### src/rtl/fimm_pkg.sv
package fimm_pkg;
    localparam int IMM_W    = 16;
    localparam int SP_EXP_W = 8;
    localparam int SP_MAN_W = 23;
    localparam int DP_EXP_W = 11;
    localparam int DP_MAN_W = 52;
    localparam int SP_W     = 1 + SP_EXP_W + SP_MAN_W;
    localparam int DP_W     = 1 + DP_EXP_W + DP_MAN_W;
    localparam int SP_BIAS  = (1 << (SP_EXP_W - 1)) - 1;
    localparam int DP_BIAS  = (1 << (DP_EXP_W - 1)) - 1;
    localparam int BIAS_GAP = DP_BIAS - SP_BIAS;
    localparam int MAN_PAD  = DP_MAN_W - SP_MAN_W;
    localparam int SP_EXP_MAX = (1 << SP_EXP_W) - 1;
    localparam int HI_W     = 10;
    localparam int MID_W    = 5;
    localparam int LO_W     = 1;

    typedef enum logic {
        OP_LOAD   = 1'b0,
        OP_INSERT = 1'b1
    } op_e;
endpackage

### src/rtl/fimm_imm_join.sv
module fimm_imm_join
    import fimm_pkg::*;
#(
    parameter bit SPLIT_FIELDS = 1'b1
) (
    input  logic [HI_W-1:0]  fld_hi,
    input  logic [MID_W-1:0] fld_mid,
    input  logic [LO_W-1:0]  fld_lo,
    input  logic [IMM_W-1:0] imm_whole,
    output logic [IMM_W-1:0] imm
);
    generate
        if (SPLIT_FIELDS) begin : g_split
            logic unused_whole;
            assign unused_whole = ^imm_whole;
            assign imm = {fld_hi, fld_mid, fld_lo};
        end else begin : g_whole
            logic unused_fields;
            assign unused_fields = ^{fld_hi, fld_mid, fld_lo};
            assign imm = imm_whole;
        end
    endgenerate
endmodule

### src/rtl/fimm_narrow.sv
module fimm_narrow
    import fimm_pkg::*;
(
    input  logic [DP_W-1:0] dp_in,
    output logic [SP_W-1:0] sp_out
);
    logic                unused_low;
    logic                sgn;
    logic [DP_EXP_W-1:0] de;
    logic [SP_MAN_W-1:0] top_m;
    logic [SP_EXP_W-1:0] se_out;
    logic [SP_MAN_W-1:0] sm_out;
    logic [SP_MAN_W:0]   denorm;
    int                  se;

    assign unused_low = ^dp_in[MAN_PAD-1:0];

    always_comb begin
        sgn    = dp_in[DP_W-1];
        de     = dp_in[DP_W-2 -: DP_EXP_W];
        top_m  = dp_in[DP_MAN_W-1 -: SP_MAN_W];
        se     = int'(de) - BIAS_GAP;
        denorm = '0;
        se_out = '0;
        sm_out = '0;
        if (de == '1) begin
            se_out = '1;
            sm_out = top_m;
        end else if (de == '0) begin
            se_out = '0;
            sm_out = '0;
        end else if (se >= SP_EXP_MAX) begin
            se_out = '1;
            sm_out = '0;
        end else if (se >= 1) begin
            se_out = SP_EXP_W'(se);
            sm_out = top_m;
        end else if (se >= 1 - SP_MAN_W) begin
            denorm = {1'b1, top_m} >> (1 - se);
            sm_out = denorm[SP_MAN_W-1:0];
        end
        sp_out = {sgn, se_out, sm_out};

        assert_narrow_special_R9: assert (!(de == '1) || (sp_out[SP_W-2 -: SP_EXP_W] == '1))
            else $error("narrowing lost an all-ones exponent");
    end
endmodule

### src/rtl/fimm_widen.sv
module fimm_widen
    import fimm_pkg::*;
(
    input  logic [SP_W-1:0] sp_in,
    output logic [DP_W-1:0] dp_out
);
    logic                sgn;
    logic [SP_EXP_W-1:0] e;
    logic [SP_MAN_W-1:0] m;
    logic [SP_MAN_W-1:0] norm_m;
    logic [DP_EXP_W-1:0] de;
    logic [DP_MAN_W-1:0] dm;
    int                  lead;

    always_comb begin
        sgn    = sp_in[SP_W-1];
        e      = sp_in[SP_W-2 -: SP_EXP_W];
        m      = sp_in[SP_MAN_W-1:0];
        lead   = 0;
        for (int i = 0; i < SP_MAN_W; i++) begin
            if (m[i]) lead = i;
        end
        norm_m = m << (SP_MAN_W - lead);
        if (e == '1) begin
            de = '1;
            dm = {m, {MAN_PAD{1'b0}}};
        end else if (e == '0 && m == '0) begin
            de = '0;
            dm = '0;
        end else if (e == '0) begin
            de = DP_EXP_W'(BIAS_GAP - SP_MAN_W + 1 + lead);
            dm = {norm_m, {MAN_PAD{1'b0}}};
        end else begin
            de = DP_EXP_W'(int'(e) + BIAS_GAP);
            dm = {m, {MAN_PAD{1'b0}}};
        end
        dp_out = {sgn, de, dm};

        assert_special_keep_R5: assert ((e == '1) == (de == '1))
            else $error("widening broke the all-ones exponent mapping");
        assert_subnorm_norm_R4: assert (!(e == '0 && m != '0) || (de != '0))
            else $error("subnormal single left unnormalised");
    end
endmodule

### src/rtl/fimm_builder.sv
module fimm_builder
    import fimm_pkg::*;
#(
    parameter bit SPLIT_FIELDS = 1'b1
) (
    input  logic        op_sel,
    input  logic [9:0]  fld_hi,
    input  logic [4:0]  fld_mid,
    input  logic        fld_lo,
    input  logic [15:0] imm_whole,
    input  logic [63:0] reg_cur,
    output logic [63:0] reg_next
);
    localparam int HALF = SP_W - IMM_W;

    op_e              op;
    logic [IMM_W-1:0] imm;
    logic [SP_W-1:0]  sp_cur;
    logic [SP_W-1:0]  sp_pick;
    logic             unused_cur_low;

    assign op             = op_e'(op_sel);
    assign unused_cur_low = ^sp_cur[HALF-1:0];

    fimm_imm_join #(.SPLIT_FIELDS(SPLIT_FIELDS)) u_join (
        .fld_hi    (fld_hi),
        .fld_mid   (fld_mid),
        .fld_lo    (fld_lo),
        .imm_whole (imm_whole),
        .imm       (imm)
    );

    fimm_narrow u_narrow (
        .dp_in  (reg_cur),
        .sp_out (sp_cur)
    );

    always_comb begin
        unique case (op)
            OP_LOAD:   sp_pick = {imm, {HALF{1'b0}}};
            OP_INSERT: sp_pick = {sp_cur[SP_W-1 -: IMM_W], imm};
            default:   sp_pick = '0;
        endcase
    end

    fimm_widen u_widen (
        .sp_in  (sp_pick),
        .dp_out (reg_next)
    );

    always_comb begin
        assert_load_low_R2: assert (!(op == OP_LOAD) || (reg_next[MAN_PAD+HALF-1:0] == '0))
            else $error("load produced bits below the immediate");
        assert_insert_sign_R6: assert (!(op == OP_INSERT) || (reg_next[DP_W-1] == reg_cur[DP_W-1]))
            else $error("insert changed the sign");
    end
endmodule

### config.mk
export PLATFORM = sky130hd
export DESIGN_NAME = fimm_builder
export DESIGN_NICKNAME = d
export VERILOG_FILES = /design/src/rtl/fimm_pkg.sv /design/src/rtl/fimm_imm_join.sv /design/src/rtl/fimm_narrow.sv /design/src/rtl/fimm_widen.sv /design/src/rtl/fimm_builder.sv
export SDC_FILE = /design/constraint.sdc
export NUM_CORES = 1
export LEC_CHECK = 0
export ABC_AREA = 1
export BUFFER_PORTS_ARGS = -buffer_cell sky130_fd_sc_hd__buf_2
export CORE_MARGIN = 8
export CORE_UTILIZATION = 46
export DETAILED_ROUTE_END_ITERATION = 16
export PLACE_DENSITY_LB_ADDON = 0.25
export SYNTH_ARGS = -nofsm -noshare
export SYNTH_HDL_FRONTEND = slang
export SYNTH_SLANG_ARGS = --single-unit
### constraint.sdc
create_clock -name vclk -period 6
set_input_delay 0.9 -clock vclk [all_inputs]
set_output_delay 0.9 -clock vclk [all_outputs]
set_load 0.01 [all_outputs]
* Word-level counts from Yosys, hierarchy flattened
Index checks and enable logic that the tools add are counted.
** Storage, ports and cells
- Logic and storage cells :: 55
- Bits of input ports :: 97
- Flip-flop bits (word level) :: 0
** Operators by class
- Shift-type cells :: 2
- Equal/unequal tests :: 2
- Order comparisons :: 3
- Bitwise logic cells :: 1
- Multiplexer cells :: 38
- Reductions and logical operators :: 4
- Add/sub/neg operators :: 5
** Operators with widths (count)
- 2-to-1 mux 52 bit :: 3
- 2-to-1 mux 23 bit :: 5
- one-hot mux 32 bit (2 select lines) :: 1
- 2-to-1 mux 5 bit :: 7
- 2-to-1 mux 11 bit :: 3
- greater-or-equal comparator 32 x 2 -> 1 bit, second input constant :: 1
- greater-or-equal comparator 32 x 6 -> 1 bit, second input constant :: 1
- greater-or-equal comparator 32 x 9 -> 1 bit, second input constant :: 1
- 2-to-1 mux 4 bit :: 8
- 2-to-1 mux 8 bit :: 4
- left shift 23 x 32 -> 23 bit :: 1
- >> shifter 24 x 32 -> 23 bit :: 1
- subtractor 2 x 32 -> 32 bit, first input constant :: 1
- logical NOT 23 bit :: 1
- 2-to-1 mux 3 bit :: 4
- subtractor 11 x 10 -> 12 bit, second input constant :: 1
- adder 10 x 5 -> 11 bit, first input constant :: 1
- adder 8 x 10 -> 11 bit, second input constant :: 1
- == test 11 bit, second input constant :: 1
- logical NOT 11 bit :: 1
- == test 8 bit, second input constant :: 1
- logical NOT 8 bit :: 1
- subtractor 5 x 5 -> 6 bit, first input constant :: 1
- 2-to-1 mux 2 bit :: 2
- other kinds (3) :: 3

* Longest topological paths before layout
Gate-level depths: netlist of run 1.
- Depth in word-level cells :: 36
- Mapped depth :: 45
- Depth with buffers taken out :: 42

* Cells and area by module
Synthesis of run 1 repeated with hierarchy kept, for this count alone.
** Second synthesis, totals
- Cells, all modules :: 1076
- Area total of the unflattened synthesis :: 5325.1 um^2
** Modules (own cells, without submodules)
- fimm_narrow :: area an instance 2502.4 um^2, times used 1, seq. area each 0.0 um^2, cells each 499
- fimm_widen :: area an instance 2302.2 um^2, times used 1, seq. area each 0.0 um^2, cells each 475
- fimm_builder :: area an instance 400.4 um^2, times used 1, seq. area each 0.0 um^2, cells each 86
- fimm_imm_join :: area an instance 120.1 um^2, times used 1, seq. area each 0.0 um^2, cells each 16

* Worst setup path after synthesis of run 1
OpenSTA, ideal clock, no wires.
- Kind :: input -> output
- Start :: input reg_cur[53]
- End :: output reg_next[37]
- Buffers on the path :: 4
- Data arrival time :: 5519 ps
- Path slack :: -419 ps
- Stages on the path :: 38
- Cell sequence :: buf_6 > clkinv_1 > ha_1 > inv_1 > nor3_1 > nand3_1 > nor2_1 > inv_1 > ha_1 > nand4_1 > nor2_1 > nand3_1 > nor2_1 > nand2_1 > nor2_4 > buf_6 > o211ai_2 > inv_2 > [... 2 more ...] > nand2_1 > o21ai_1 > nand2_1 > o21ai_2 > nor2_1 > nand4_2 > inv_2 > buf_2 > ha_1 > buf_2 > clkinv_1 > nor2_1 > inv_1 > nor2_1 > inv_1 > o31ai_1 > a21oi_1 > a21oi_1
** On the way
- Word-level cells in the longest chain between the ends :: 21
- Elaborated cells between the ends (all ways) :: 34
- Classes of those cells :: add/sub: 3; order compare: 3; eq/ne: 2; shift: 2; mux: 20; reduce/logical: 4
** Ends and longest elaborated chain
- start: declaration :: line fimm_builder.sv:11 : input logic [63:0] reg_cur,
- subtractor 11 x 10 -> 12 bit :: line fimm_narrow.sv:22 : se = int'(de) - BIAS_GAP;
- subtractor 2 x 32 -> 32 bit :: line fimm_narrow.sv:39 : denorm = {1'b1, top_m} >> (1 - se);
- >> shifter 24 x 32 -> 23 bit :: line fimm_narrow.sv:39
- 2-to-1 mux 23 bit :: line fimm_narrow.sv:38 : end else if (se >= 1 - SP_MAN_W) begin
- 2-to-1 mux 23 bit :: line fimm_narrow.sv:35 : end else if (se >= 1) begin
- 2-to-1 mux 23 bit :: line fimm_narrow.sv:32 : end else if (se >= SP_EXP_MAX) begin
- 2-to-1 mux 23 bit :: line fimm_narrow.sv:29 : end else if (de == '0) begin
- 2-to-1 mux 23 bit :: line fimm_narrow.sv:26 : if (de == '1) begin
- one-hot mux 32 bit (2 select lines) (*) :: line fimm_builder.sv:39 : unique case (op)
- 2-to-1 mux 5 bit (7 in series) :: line fimm_widen.sv:21 : if (m[i]) lead = i;
- subtractor 5 x 5 -> 6 bit :: line fimm_widen.sv:23 : norm_m = m << (SP_MAN_W - lead);
- left shift 23 x 32 -> 23 bit :: line fimm_widen.sv:23
- 2-to-1 mux 52 bit :: line fimm_widen.sv:30 : end else if (e == '0) begin
- 2-to-1 mux 52 bit :: line fimm_widen.sv:27 : end else if (e == '0 && m == '0) begin
- 2-to-1 mux 52 bit (*) :: line fimm_widen.sv:24 : if (e == '1) begin
- end: declaration :: line fimm_builder.sv:12 : output logic [63:0] reg_next
Every way passes the cells marked *; elsewhere a longest branch is shown, timed or not.

* Final worst setup path of run 1
- Start :: input reg_cur[53]
- End :: output reg_next[41]
The elaborated chain is that of the path after synthesis.

==> results.py, run 1 <==
metrics = {
    "floorplanning": {
        "rows": 33,
        "die_area_mm2": 0.0113,
        "ios": 161,
        "die_y_um": 106,
        "chipWidth_um": 106,
        "initial_core_util_pct": 46.4,
        "coreArea_mm2": 0.00805,
    },
    "critical_path": {
        "crit_fanout": 7,
        "path_class": "input port to primary output",
        "slowest_stage": "ha_1",
        "slowest_delay_ns": 0.27,
        "worstSetupEndpointType": "primary output",
        "arrival_ns": 5.33,
        "crit_path_start_kind": "input port",
        "required_ns": 5.10,
        "crit_path_frequent_cell": "nand2_1",
    },
    "global_route": {
        "antenna_found_initial": 0,
        "grt_max_degree": 32,
        "grt_util_all_layers_pct": 26.4,
        "grt_pass1_vias": 5185,
        "grt_pass1_wl_mm": 25.0,
        "grt_overflow": 0,
    },
    "timing": {
        "fmax_ghz": 0.161,
        "period_share_pct": 104,
        "worst_slack_ns": -0.226,
        "hold_viol": 0,
        "rsz0062_at_grt": "yes",
        "tns_ns": -3.14,
        "relSlewSlack_pct": 40.3,
        "setup_viol": 22,
        "worstMarginPinSlew_ns": 0.894,
        "fin_crit_ns": 6.23,
        "drv_slew": 0,
    },
    "final_layout": {
        "drive_above_1_share_pct": 46.7,
        "syn2layout_area_growth_pct": 56.0,
        "nets": 1004,
        "seq_cell_count": 0,
        "nClkBuffers": 0,
        "fillers": 681,
        "utilization_pct": 72.4,
        "num_antenna_cells": 0,
        "seq_area_um2": 0,
    },
    "routing": {
        "wire_per_inst_um": 17.0,
        "vias": 5652,
        "first_pass_iters": 5,
        "ant_nets": 0,
        "drt_iter0_markers": 493,
        "drt-total-wl_mm": 16.9,
        "drc": 0,
        "viasPerCell": 5.66,
    },
    "yosys": {
        "postSynthAreaPerCell_um2": 5.11,
        "synth_warnings": 0,
        "synthesis.area_mm2": 0.00373,
        "synthDistinctLibCells": 46,
        "ys_top_cells_by_count": "nand2_1, nand3_1, nor2_1, inv_1, a21oi_1",
        "synth-seq-area-share_pct": 0,
        "yosysMostFrequentCell": "nand2_1",
        "yosysTopAreaCell": "nand2_1",
        "netlist_instances": 730,
        "synth_top_area_share_pct": 20.5,
        "synth_area_leaders": "nand2_1, nand3_1, nor2_1",
    },
    "pwr": {
        "p_leak_nw": 2.98,
        "power_switching_mw": 0.408,
        "clkPwrFrac_pct": 0,
        "pwr-share-comb_pct": 100.0,
        "vdd_ir_drop_max_uv": 79.6,
        "power.density_mw_per_mm2": 115,
        "seq_power_share_pct": 0,
        "internal_power_mw": 0.259,
        "switching_share_pct": 61.1,
    },
    "status": {
        "outcome": "finished, violations left",
        "violations": "setup timing",
    },
    "hold_path": {
        "hold_path_depth": 4,
        "worstHoldEndpoint": "reg_next[63]",
        "hold_path_startpoint": "reg_cur[63]",
        "hold_path_class": "input port to primary output",
    },
    "placement": {
        "routabilityCongestion": 0.977,
        "numPortBuffers": 71,
        "place_hpwl_mm": 12.3,
    },
    "flow_run": {
        "drv_cap": 0,
    },
}
==> cell families (layout without fill, tap and decap cells) <==
group | after synthesis | after routing | synth area share [%]
buffers and inverters | 147 | 280 | 20.1
and+or+nand+nor | 456 | 458 | 56.9
adders and majority gates | 12 | 12 | 4.02
AOI/OAI and AO/OA | 114 | 114 | 18.9
other | 1 | 29 | 0.100
==> how the worst max path moves through the flow <==
stage / slack (ns) / cells past startpoint / end / start
floorplan: 0.001 / 38 / reg_next[37] / reg_cur[53]
global placement: -0.37 / 44 / reg_next[41] / reg_cur[54]
detailed placement: -0.45 / 44 / reg_next[41] / reg_cur[54]
CTS: -0.07 / 41 / reg_next[41] / reg_cur[54]
global route: -0.53 / 42 / reg_next[45] / reg_cur[54]
finish: -0.23 / 43 / reg_next[41] / reg_cur[53]
==> cell type report <==
type               count  area, um2  area share, %
inverters             88        358           6.14
multi-input cells    613       3860           66.3
well taps            105        131           2.26
repair buffers       190       1460           25.0
repair inverters       2       17.5          0.301
==> stage by stage <==
| stage | worst slack (ns) | total power [mW] | std cells | area [um2] | hold slack [ns] |
|---|---|---|---|---|---|
| finish | -0.226 | 0.668 | 998 | 5830 | 2.09 |
| global route | -0.533 | 0.714 | 998 | 5830 | 2.12 |
| CTS | -0.0650 | 0.548 | 982 | 5210 | 2.09 |
| detailed placement | -0.445 | 0.505 | 966 | 4730 | 2.09 |
| global placement | -0.365 | 0.501 | 966 | 4730 | 2.09 |
| floorplan | 0.00140 | 0.338 | 758 | 3950 | 1.92 |
==> per-layer routing <==
| layer | wire [um] | track usage [%] | up-vias |
|---|---|---|---|
| li1 | - | - | 2685 |
| met1 | 7110 | 36.5 | 2577 |
| met2 | 7500 | 42.0 | 335 |
| met3 | 1690 | 1.57 | 55 |
| met4 | 640 | 9.55 | 0 |
| met5 | 0 | 0 | - |
==> power by group through the flow <==
stage | Combinational, mW | Clock, mW | Sequential, mW
floorplan | 0.338 | 0 | 0
global placement | 0.501 | 0 | 0
detailed placement | 0.505 | 0 | 0
CTS | 0.548 | 0 | 0
global route | 0.714 | 0 | 0
finish | 0.668 | 0 | 0
==> timing repair <==
item                       CTS  global route
setup buffers               15            10
gates resized for setup     84           122
hold buffers                 0             0
setup endpoints to repair   24            29
gates cloned                 1             6
pin swaps                   41            66
==> layout by cell type, fill, tap and decap left out, drive strengths merged, types with 7 or more instances in the layout <==
master and instances:
nand2 222, buf 187, nand3 114, nor2 85, inv 83, o21ai 47, a21oi 42, conb 29
nand4 20, o211ai 12, ha 12, nor3 7
==> critical path: cells and delay by family <==
family	cells	cell delay [ns]
AOI/OAI and AO/OA	3	0.32
adders and majority gates	3	0.60
buffers and inverters	11	0.96
and+or+nand+nor	26	2.51
Note: power is estimated with default switching activity, not from simulation.
==> run 2, diff against run 1 <==
--- a/config.mk
+++ b/config.mk
@@ -5,12 +5,13 @@
 export SDC_FILE = /design/constraint.sdc
 export NUM_CORES = 1
 export LEC_CHECK = 0
-export ABC_AREA = 1
+export ABC_AREA = 0
 export BUFFER_PORTS_ARGS = -buffer_cell sky130_fd_sc_hd__buf_2
 export CORE_MARGIN = 8
-export CORE_UTILIZATION = 46
+export CORE_UTILIZATION = 47
 export DETAILED_ROUTE_END_ITERATION = 16
 export PLACE_DENSITY_LB_ADDON = 0.25
 export SYNTH_ARGS = -nofsm -noshare
 export SYNTH_HDL_FRONTEND = slang
+export SYNTH_HIERARCHICAL = 1
 export SYNTH_SLANG_ARGS = --single-unit
==> constraint.sdc (replaced) <==
create_clock -name vclk -period 7.3
set_input_delay 1.095 -clock vclk [all_inputs]
set_output_delay 1.095 -clock vclk [all_outputs]
set_load 0.01 [all_outputs]
==> run 2 against run 1 <==
Net effect: the flow now finishes without violations; synthesized area is 2.1% higher; non-clock buffer count is 86 lower; die area hardly changed; worst hold slack better by 0.42 ns; global-route usage is 1.9 points lower; combinational power is 40% lower; clock-buffer cell count stayed put; sequential share of layout area stayed put; power is 40% lower; final area is 31% lower; via count is 21% lower; sequential cell count stayed put.
==> results.py, run 2 <==
metrics = {
    "hold_path": {
        "hold_path_startpoint": "reg_cur[63]",
        "worstHoldEndpoint": "reg_next[63]",
        "hold_path_depth": 3,
        "hold_path_class": "input port to primary output",
    },
    "timing": {
        "fmax_ghz": 0.143,
        "worstMarginPinSlew_ns": 0.574,
        "relSlewSlack_pct": 61.8,
        "drv_slew": 0,
        "hold_ws_ns": 2.51,
        "fin_crit_ns": 7.01,
        "hold_viol": 0,
        "period_share_pct": 96.1,
        "rsz0062_at_grt": "no",
        "setup_viol": 0,
        "tns_ns": 0,
        "worst_slack_ns": 0.288,
    },
    "critical_path": {
        "worstSetupEndpointType": "primary output",
        "slowest_stage": "a221oi_1",
        "slowest_delay_ns": 0.57,
        "arrival_ns": 5.92,
        "crit_fanout": 8,
        "crit_path_start_kind": "input port",
        "crit_path_frequent_cell": "nand3_1",
        "path_buf_inv": 4,
        "cp_cell_sequence": "buf_2, ha_1, nor4bb_2, nand4_1, nand3_1, xor2_2, nor4_4, nor4b_4, a22o_1, mux2_2, nor3_1, nand3_1, clkinv_1, ha_1, a21oi_1, buf_4, nand3_1, mux2i_1, a221oi_1, nand3b_1, a31oi_1, buf_2",
        "crit_family": "simple AND/OR/NAND/NOR gates",
        "path_class": "input port to primary output",
        "required_ns": 6.20,
    },
    "routing": {
        "drt-total-wl_mm": 14.5,
        "viasPerCell": 6.55,
        "ant_nets": 0,
        "drc": 0,
        "vias": 4488,
        "drt_iter0_markers": 489,
        "first_pass_iters": 7,
        "wire_per_inst_um": 21.2,
    },
    "floorplanning": {
        "ios": 161,
        "die_y_um": 106,
        "die_area_mm2": 0.0112,
        "rows": 33,
        "initial_core_util_pct": 47.3,
        "coreArea_mm2": 0.00805,
        "chipWidth_um": 106,
    },
    "placement": {
        "place_hpwl_mm": 11.4,
        "routabilityCongestion": 1.01,
        "dp_slack_ns": 0.0924,
        "dp.cells": 685,
        "place_area_mm2": 0.00399,
        "numPortBuffers": 71,
    },
    "clocking": {
        "post_cts.repair.setup_buffers": 0,
        "cts_hold_buf": 0,
    },
    "final_layout": {
        "final_cell_mix": "buf_2, nand2_1, nor2_1, buf_4, conb_1",
        "seq_area_um2": 0,
        "nClkBuffers": 0,
        "utilization_pct": 49.8,
        "seq_cell_count": 0,
        "num_antenna_cells": 0,
        "mostFrequentLayoutCell": "buf_2",
        "drive_above_1_share_pct": 28.3,
        "nets": 687,
        "fillers": 851,
        "final_cell_count_no_fill": 685,
        "syn2layout_area_growth_pct": 5.12,
        "final_area_mm2": 0.00401,
    },
    "pwr": {
        "switching_share_pct": 62.5,
        "power.density_mw_per_mm2": 99.3,
        "seq_power_share_pct": 0,
        "internal_power_mw": 0.149,
        "vdd_ir_drop_max_uv": 32.4,
        "power_switching_mw": 0.248,
        "pwr-share-comb_pct": 100.0,
        "p_leak_nw": 1.68,
        "clkPwrFrac_pct": 0,
        "power.total_mw": 0.398,
    },
    "global_route": {
        "grt_pass1_vias": 4307,
        "grt_overflow": 0,
        "grt_pass1_wl_mm": 23.0,
        "grt_max_degree": 33,
        "antenna_found_initial": 0,
        "grt_util_all_layers_pct": 24.4,
    },
    "yosys": {
        "postSynthAreaPerCell_um2": 6.84,
        "synth_warnings": 6,
        "synthesis.area_mm2": 0.00381,
        "netlist_instances": 557,
    },
    "status": {
        "outcome": "finished, final reports clean",
    },
    "flow_run": {
        "drv_cap": 0,
    },
}
==> run 2: final cells by class <==
| type | count | area [um2] | area share [%] |
|---|---|---|---|
| well taps | 105 | 131 | 3.28 |
| inverters | 18 | 67.6 | 1.69 |
| multi-input cells | 458 | 3200 | 80.0 |
| repair buffers | 104 | 603 | 15.1 |
==> run 2: power groups by stage <==
stage                     clock (mW)  combinational [mW]  sequential, mW
final                              0               0.398               0
after global routing               0               0.426               0
after CTS                          0               0.386               0
after detailed placement           0               0.384               0
after global placement             0               0.383               0
after floorplan                    0               0.292               0
==> run 2: how the worst max path moves through the flow <==
stage	start	end	cells after the start
after floorplan	reg_cur[59]	reg_next[51]	25
after global routing	reg_cur[53]	reg_next[50]	23
after global placement	reg_cur[60]	reg_next[43]	21
final	reg_cur[60]	reg_next[50]	22
after CTS	reg_cur[60]	reg_next[43]	21
after detailed placement	reg_cur[60]	reg_next[43]	21
==> run 2: timing repair <==
item                                   in CTS  in global routing
endpoints found under the hold margin       0                  0
setup endpoints to repair                   0                 17
resized for setup                           0                  4
==> run 2: metal layers <==
layer | vias up | routed length, um | GRT usage [%] | share of wire (%)
met4 | 0 | 489 | 8.04 | 3.4
li1 | 2044 | - | - | -
met1 | 2091 | 5800 | 30.6 | 40
met3 | 53 | 1500 | 3.45 | 10
met2 | 300 | 6710 | 41.9 | 46
met5 | - | 0 | 0 | 0
